<file path="src/rtl/edb_pkg.sv">
package edb_pkg;

  typedef struct packed {
    logic filter_en;
    logic dbl_edge;
    logic act_low;
  } edb_cfg_t;

  typedef struct packed {
    logic evt;
    logic flip;
    logic ack;
    logic load;
    logic load_lvl;
  } edb_pulse_t;

  function automatic int unsigned edb_max(input int unsigned a, input int unsigned b);
    return (a > b) ? a : b;
  endfunction

endpackage

</file>
<file path="src/rtl/edb_rst_sync.sv">
module edb_rst_sync (
  input  logic clk,
  input  logic rst_n,
  output logic rst_n_sync
);
  logic stage_q;
  logic out_q;

  always_ff @(posedge clk or negedge rst_n) begin
    if (!rst_n) begin
      stage_q <= 1'b0;
      out_q   <= 1'b0;
    end else begin
      stage_q <= 1'b1;
      out_q   <= stage_q;
    end
  end

  assign rst_n_sync = out_q;
endmodule

</file>
<file path="src/rtl/edb_sync.sv">
module edb_sync #(
  parameter int unsigned WIDTH = 4
) (
  input  logic             clk,
  input  logic             rst_n,
  input  logic [WIDTH-1:0] din,
  output logic [WIDTH-1:0] dout
);
  logic [WIDTH-1:0] meta_q;
  logic [WIDTH-1:0] sync_q;

  always_ff @(posedge clk or negedge rst_n) begin
    if (!rst_n) begin
      meta_q <= '0;
      sync_q <= '0;
    end else begin
      meta_q <= din;
      sync_q <= meta_q;
    end
  end

  assign dout = sync_q;
endmodule

</file>
<file path="src/rtl/edb_channel.sv">
module edb_channel
  import edb_pkg::*;
#(
  parameter int unsigned RISE_RUN = 2,
  parameter int unsigned FALL_RUN = 2,
  parameter int unsigned CW       = 2
) (
  input  logic       clk,
  input  logic       rst_n,
  input  logic       tick,
  input  logic       lvl,
  input  logic       trig,
  input  logic       init,
  input  edb_cfg_t   cfg,
  output logic       filt_state,
  output logic       read_val,
  output edb_pulse_t pulses
);
  localparam logic [CW-1:0] RISE_LD = CW'(RISE_RUN);
  localparam logic [CW-1:0] FALL_LD = CW'(FALL_RUN);
  localparam logic [CW-1:0] ONE     = CW'(1);

  function automatic logic [CW-1:0] run_len(input logic held);
    return held ? FALL_LD : RISE_LD;
  endfunction

  logic          run_q, run_d;
  logic          st_q, st_d;
  logic [CW-1:0] cnt_q, cnt_d;
  edb_pulse_t    pls_q, pls_d;
  logic          upd_en;
  logic          sample_now;
  logic          disagree;
  logic          finish;

  assign sample_now = cfg.filter_en && run_q && tick && !(trig && !run_q);
  assign disagree   = (lvl != st_q);
  assign finish     = sample_now && disagree && (cnt_q == ONE);

  assign upd_en = init || trig || tick || (run_q && !cfg.filter_en);

  always_comb begin
    run_d = run_q;
    st_d  = st_q;
    cnt_d = cnt_q;
    pls_d = '0;
    if (init) begin
      st_d           = lvl;
      cnt_d          = run_len(lvl);
      run_d          = 1'b0;
      pls_d.load     = 1'b1;
      pls_d.load_lvl = lvl;
    end else if (!cfg.filter_en) begin
      run_d = 1'b0;
      if (trig) begin
        pls_d.evt  = 1'b1;
        pls_d.flip = cfg.dbl_edge;
      end
    end else begin
      if (trig && run_q) begin
        pls_d.ack = 1'b1;
      end
      if (trig && !run_q) begin
        run_d = 1'b1;
        cnt_d = run_len(st_q);
      end else if (sample_now) begin
        if (!disagree) begin
          cnt_d = run_len(st_q);
        end else if (finish) begin
          st_d       = lvl;
          cnt_d      = run_len(lvl);
          run_d      = 1'b0;
          pls_d.flip = 1'b1;
          pls_d.evt  = cfg.dbl_edge || (lvl ^ cfg.act_low);
        end else begin
          cnt_d = cnt_q - ONE;
        end
      end
    end
  end

  always_ff @(posedge clk or negedge rst_n) begin
    if (!rst_n) begin
      run_q <= 1'b0;
      st_q  <= 1'b0;
      cnt_q <= RISE_LD;
    end else if (upd_en) begin
      run_q <= run_d;
      st_q  <= st_d;
      cnt_q <= cnt_d;
    end
  end

  always_ff @(posedge clk or negedge rst_n) begin
    if (!rst_n) begin
      pls_q <= '0;
    end else begin
      pls_q <= pls_d;
    end
  end

  always_comb begin
    if (cfg.filter_en) begin
      read_val = st_q ^ cfg.act_low;
    end else if (cfg.dbl_edge) begin
      read_val = lvl ^ cfg.act_low;
    end else begin
      read_val = lvl;
    end
  end

  assign filt_state = st_q;
  assign pulses     = pls_q;
endmodule

</file>
<file path="src/rtl/edge_debouncer.sv">
module edge_debouncer
  import edb_pkg::*;
#(
  parameter int unsigned NPINS    = 4,
  parameter int unsigned RISE_RUN = 2,
  parameter int unsigned FALL_RUN = 2
) (
  input  logic             clk,
  input  logic             rst_n,
  input  logic             tick_i,
  input  logic [NPINS-1:0] raw_i,
  input  logic [NPINS-1:0] trig_i,
  input  logic [NPINS-1:0] init_i,
  input  logic [NPINS-1:0] filter_en_i,
  input  logic [NPINS-1:0] dbl_edge_i,
  input  logic [NPINS-1:0] act_low_i,
  output logic [NPINS-1:0] filt_state_o,
  output logic [NPINS-1:0] read_val_o,
  output logic [NPINS-1:0] event_o,
  output logic [NPINS-1:0] pol_flip_o,
  output logic [NPINS-1:0] pol_load_o,
  output logic [NPINS-1:0] pol_level_o,
  output logic [NPINS-1:0] cause_ack_o
);
  localparam int unsigned MAX_RUN = edb_max(RISE_RUN, FALL_RUN);
  localparam int unsigned CW      = $clog2(MAX_RUN + 1);

  logic             rst_n_int;
  logic [NPINS-1:0] lvl_sync;

  edb_rst_sync u_rst_sync (
    .clk        (clk),
    .rst_n      (rst_n),
    .rst_n_sync (rst_n_int)
  );

  edb_sync #(.WIDTH(NPINS)) u_lvl_sync (
    .clk   (clk),
    .rst_n (rst_n_int),
    .din   (raw_i),
    .dout  (lvl_sync)
  );

  for (genvar p = 0; p < NPINS; p++) begin : g_pin
    edb_cfg_t   cfg;
    edb_pulse_t pls;

    assign cfg.filter_en = filter_en_i[p];
    assign cfg.dbl_edge  = dbl_edge_i[p];
    assign cfg.act_low   = act_low_i[p];

    edb_channel #(
      .RISE_RUN (RISE_RUN),
      .FALL_RUN (FALL_RUN),
      .CW       (CW)
    ) u_chan (
      .clk        (clk),
      .rst_n      (rst_n_int),
      .tick       (tick_i),
      .lvl        (lvl_sync[p]),
      .trig       (trig_i[p]),
      .init       (init_i[p]),
      .cfg        (cfg),
      .filt_state (filt_state_o[p]),
      .read_val   (read_val_o[p]),
      .pulses     (pls)
    );

    assign event_o[p]     = pls.evt;
    assign pol_flip_o[p]  = pls.flip;
    assign pol_load_o[p]  = pls.load;
    assign pol_level_o[p] = pls.load_lvl;
    assign cause_ack_o[p] = pls.ack;
  end
endmodule

</file>
<file path="config.mk">
export PLATFORM = sky130hd
export DESIGN_NAME = edge_debouncer
export DESIGN_NICKNAME = d
export VERILOG_FILES = /design/src/rtl/edb_pkg.sv /design/src/rtl/edb_rst_sync.sv /design/src/rtl/edb_sync.sv /design/src/rtl/edb_channel.sv /design/src/rtl/edge_debouncer.sv
export SDC_FILE = /design/constraint.sdc
export NUM_CORES = 1
export LEC_CHECK = 0
export CORE_ASPECT_RATIO = 2
export CORE_MARGIN = 3
export CORE_UTILIZATION = 54
export CTS_BUF_LIST = sky130_fd_sc_hd__clkbuf_4
export CTS_CLUSTER_DIAMETER = 100
export DETAILED_ROUTE_END_ITERATION = 16
export GPL_ROUTABILITY_DRIVEN = 0
export GPL_TIMING_DRIVEN = 0
export MAX_ROUTING_LAYER = met4
export PLACE_DENSITY = 0.87
export SLEW_MARGIN = 20
export SYNTH_ARGS = -nofsm -noshare
export SYNTH_HDL_FRONTEND = slang
export SYNTH_SLANG_ARGS = --single-unit
</file>
<file path="constraint.sdc">
create_clock -name clk -period 2.74 [get_ports clk]
set_input_delay 0.411 -clock clk [delete_from_list [all_inputs] [get_ports clk]]
set_output_delay 0.411 -clock clk [all_outputs]
set_load 0.02 [all_outputs]
</file>
==> results of run 1 <==
## kinds of logic after synthesis
family / Yosys count
AO/OA/AOI/OAI: 27
XOR/XNOR: 16
adder cells (fa/ha/maj): 4
buffers and inverters: 17
flip-flops: 46
multiplexers: 17
other: 1
AND/OR/NAND/NOR: 45
## metal layers
metal | wire length, um | vias to the layer above | track usage, % | share of wire [%]
li1 | - | 728 | - | -
met1 | 1400 | 759 | 18.3 | 35
met2 | 2360 | 48 | 35.6 | 58
met3 | 197 | 9 | 4.74 | 4.9
met4 | 93 | 0 | 10.1 | 2.3
met5 | 0 | - | - | 0
## registers in the layout (all words and copies together), names as in the netlist
register / flops
g_pin.u_chan.run_q: 4
g_pin.u_chan.filt_state: 4
g_pin.u_chan.pulses: 20
u_rst_sync.rst_n_sync: 1
g_pin.u_chan.cnt_q: 8
u_lvl_sync.meta_q: 4
u_lvl_sync.dout: 4
u_rst_sync.stage_q: 1
## through the flow
stage	total power, mW	worst slack (ns)
after CTS	1.35	0.245
final	1.33	0.240
after floorplan	0.905	1.19
after global placement	1.03	0.299
after detailed placement	1.04	0.252
after global routing	1.41	0.200
## power groups by stage
stage	sequential [mW]	clock, mW	combinational [mW]
floorplan	0.774	0	0.131
global route	0.752	0.351	0.302
global placement	0.766	0	0.260
finish	0.746	0.304	0.280
CTS	0.747	0.319	0.283
detailed placement	0.760	0	0.281
## placed cells by master (no fill, tap or decap), drive strengths merged, types with 3 or more instances in the layout
master | netlist | final
nand2b | 6 | 6
inv | 8 | 8
nor2 | 6 | 6
a21oi | 10 | 10
dfstp | 4 | 4
buf | 9 | 10
xor2 | 13 | 13
nand3 | 4 | 4
and4b | 4 | 4
clkbuf | 0 | 5
o21ai | 3 | 3
clkdlybuf4s50 | 0 | 54
mux2 | 10 | 10
mux2i | 7 | 7
nand2 | 5 | 5
dfrtp | 42 | 42
nand4 | 6 | 6
ha | 4 | 4
and2 | 4 | 4
xnor2 | 3 | 3
## how the worst min path moves through the flow
stage,start,to,cells after the start
final,u_rst_sync.rst_n_sync,g_pin[0].u_chan.cnt_q[0],0
after detailed placement,u_rst_sync.rst_n_sync,u_lvl_sync.meta_q[3],0
after global placement,u_lvl_sync.meta_q[1],u_lvl_sync.dout[1],0
after floorplan,rst_n,u_rst_sync.rst_n_sync,0
after CTS,u_rst_sync.rst_n_sync,g_pin[0].u_chan.filt_state,0
after global routing,u_rst_sync.rst_n_sync,g_pin[0].u_chan.cnt_q[0],0
## final cells by class
type | count | area (um2)
sequential | 46 | 1160
fill | 261 | 910
multi-input combinational | 110 | 886
timing repair buffer | 55 | 561
buffer | 9 | 65.1
tap | 49 | 61.3
clock buffer | 5 | 37.5
inverter | 8 | 30.0
clock inverter | 3 | 16.3
==> flow_summary.yaml, run 1 <==
finish:
  layout.cells.non_filler: 285
  synthToLayoutAreaGrowth_pct: 31.7
  fin_area_um2: 2810
  fin_nets: 266
  n_antenna_cell: 0
  drive_gt1_share_pct: 16.5
  post-route-util_pct: 75.6
routing:
  vias_per_cell: 5.42
  vias: 1544
  wire_per_inst_um: 14.2
  drc: 0
  ant_nets: 0
  drt-total-wl_mm: 4.06
  drt_first_iter_violations: 11
  dr.pass1.iters: 4
cts:
  cts_max_level: 2
  cts.sinks: 46
  cts-resized-gates: 0
  insertion_delay_ns: 0.35
  cts-hold-fix-buffers: 0
  post_cts_buffers: 0
  max-clock-path-buffers: 2
  tritoncts: "done"
  cts_buffers: 5
  clk_pin_slew_ns: 0.13
  root_buffer: "clkbuf_4"
grt:
  grt_overflow_total: 0
  grt_pass1_wl_mm: 6.94
  grt_pass1_vias: 1647
  grt_max_degree: 35
  antenna_found_initial: 0
  grt_util_all_layers_pct: 19.5
floorplanning:
  io_pins: 55
  rows: 31
  core-area_um2: 3720
  die_h_um: 95.0
  dieWidth_um: 50.5
  initial_core_util_pct: 57.4
  die_area_um2: 4790
setup_path:
  cp_slowest_cell: "clkdlybuf4s50_1"
  crit_buf_inv: 3
  required_ns: 2.33
  crit_type: "in2out"
  crit_chain: "clkdlybuf4s50_1 -> nand2_1 -> xor2_1 -> o21ai_0 -> buf_4 -> clkdlybuf4s50_1"
  worst_path_most_repeated_cell: "clkdlybuf4s50_1"
  critPathMaxFanout: 3
  critPathMaxStageDelay_ns: 0.58
  cp-end-kind: "output pin"
  startpoint_type: "primary input"
  regToRegSetupSlack_ns: 1.10
  crit_family: "buffers and inverters"
  reg2reg_depth: 5
  crit_end: "read_val_o[1]"
  worstPathArrival_ns: 2.09
  crit_cells: 6
  r2r_start: "g_pin[2].u_chan.cnt_q[1]"
  rr_endpoint: "g_pin[2].u_chan.filt_state"
  startpoint: "act_low_i[1]"
pwr:
  p_int_uw: 961
  combPwrFrac_pct: 21.0
  power_leakage_nw: 1.27
  p_sw_uw: 368
  peakVddDrop_mv: 0.385
  p_per_area_nw_per_um2: 472
  swShare_pct: 27.7
  p_clk_share_pct: 22.8
  p_seq_share_pct: 56.1
synthesis:
  synthMostInstantiatedCell: "dfrtp_1"
  synth_seq_cells: 46
  synth_xor_area_share_pct: 7.96
  ys_top_cells_by_count: "dfrtp_1 (42), xor2_1 (9), buf_4 (8), inv_1 (8)"
  synth_top_family_by_area: "simple AND/OR/NAND/NOR gates"
  synth_area_um2: 2140
  ys_types: 38
  syn_inst: 173
  synth.area.mux_share_pct: 8.72
  seq_area_frac_synth_pct: 54.1
  yosys.area_share.simple_pct: 13.3
  synthFlopType: "dfrtp_1"
  async_reset_ff_share_pct: 100
  synth-adder-area-share_pct: 2.34
  synth_top_cell_area_share_pct: 49.2
  ys_warn_count: 0
  synth-edff-count: 0
  synth.largest_area_cell: "dfrtp_1"
  syn_area_per_cell_um2: 12.4
  synth.area.top_cells: "dfrtp_1 (49%), dfstp_2 (4.9%), mux2_2 (3.7%)"
  synth_compound_area_share_pct: 8.96
  synth_fp_nets: 204
placed_design:
  dp_hpwl_mm: 3.22
  dpl_cell_area_um2: 2760
  numPortBuffers: 54
  dp_cells: 277
min_path:
  min_path_type: "reg2async"
timing:
  fmax_mhz: 400
  skew_ns: 0.00523
  worst_hold_slack_ns: 0.145
  setup_viol: 0
  maxSlewViolCount: 0
  rsz0062_at_grt: "no"
  finalHoldViolCount: 0
  fin_setup_tns_ns: 0
  fin_crit_sh_pct: 91.2
  layout_min_cycle_time_ns: 2.50
outcome:
  status: "completed"
job:
  maxCapViolations: 0
(Power assumes the default switching activity.)
==> run 2, diff against run 1 <==
CAP_MARGIN = 15   (was not set)
HOLD_SLACK_MARGIN = 0.08   (was not set)
TNS_END_PERCENT = 30   (was not set)
==> results of run 2 <==
Same layout as run 1: the final DEF is identical, and so are final timing and power.
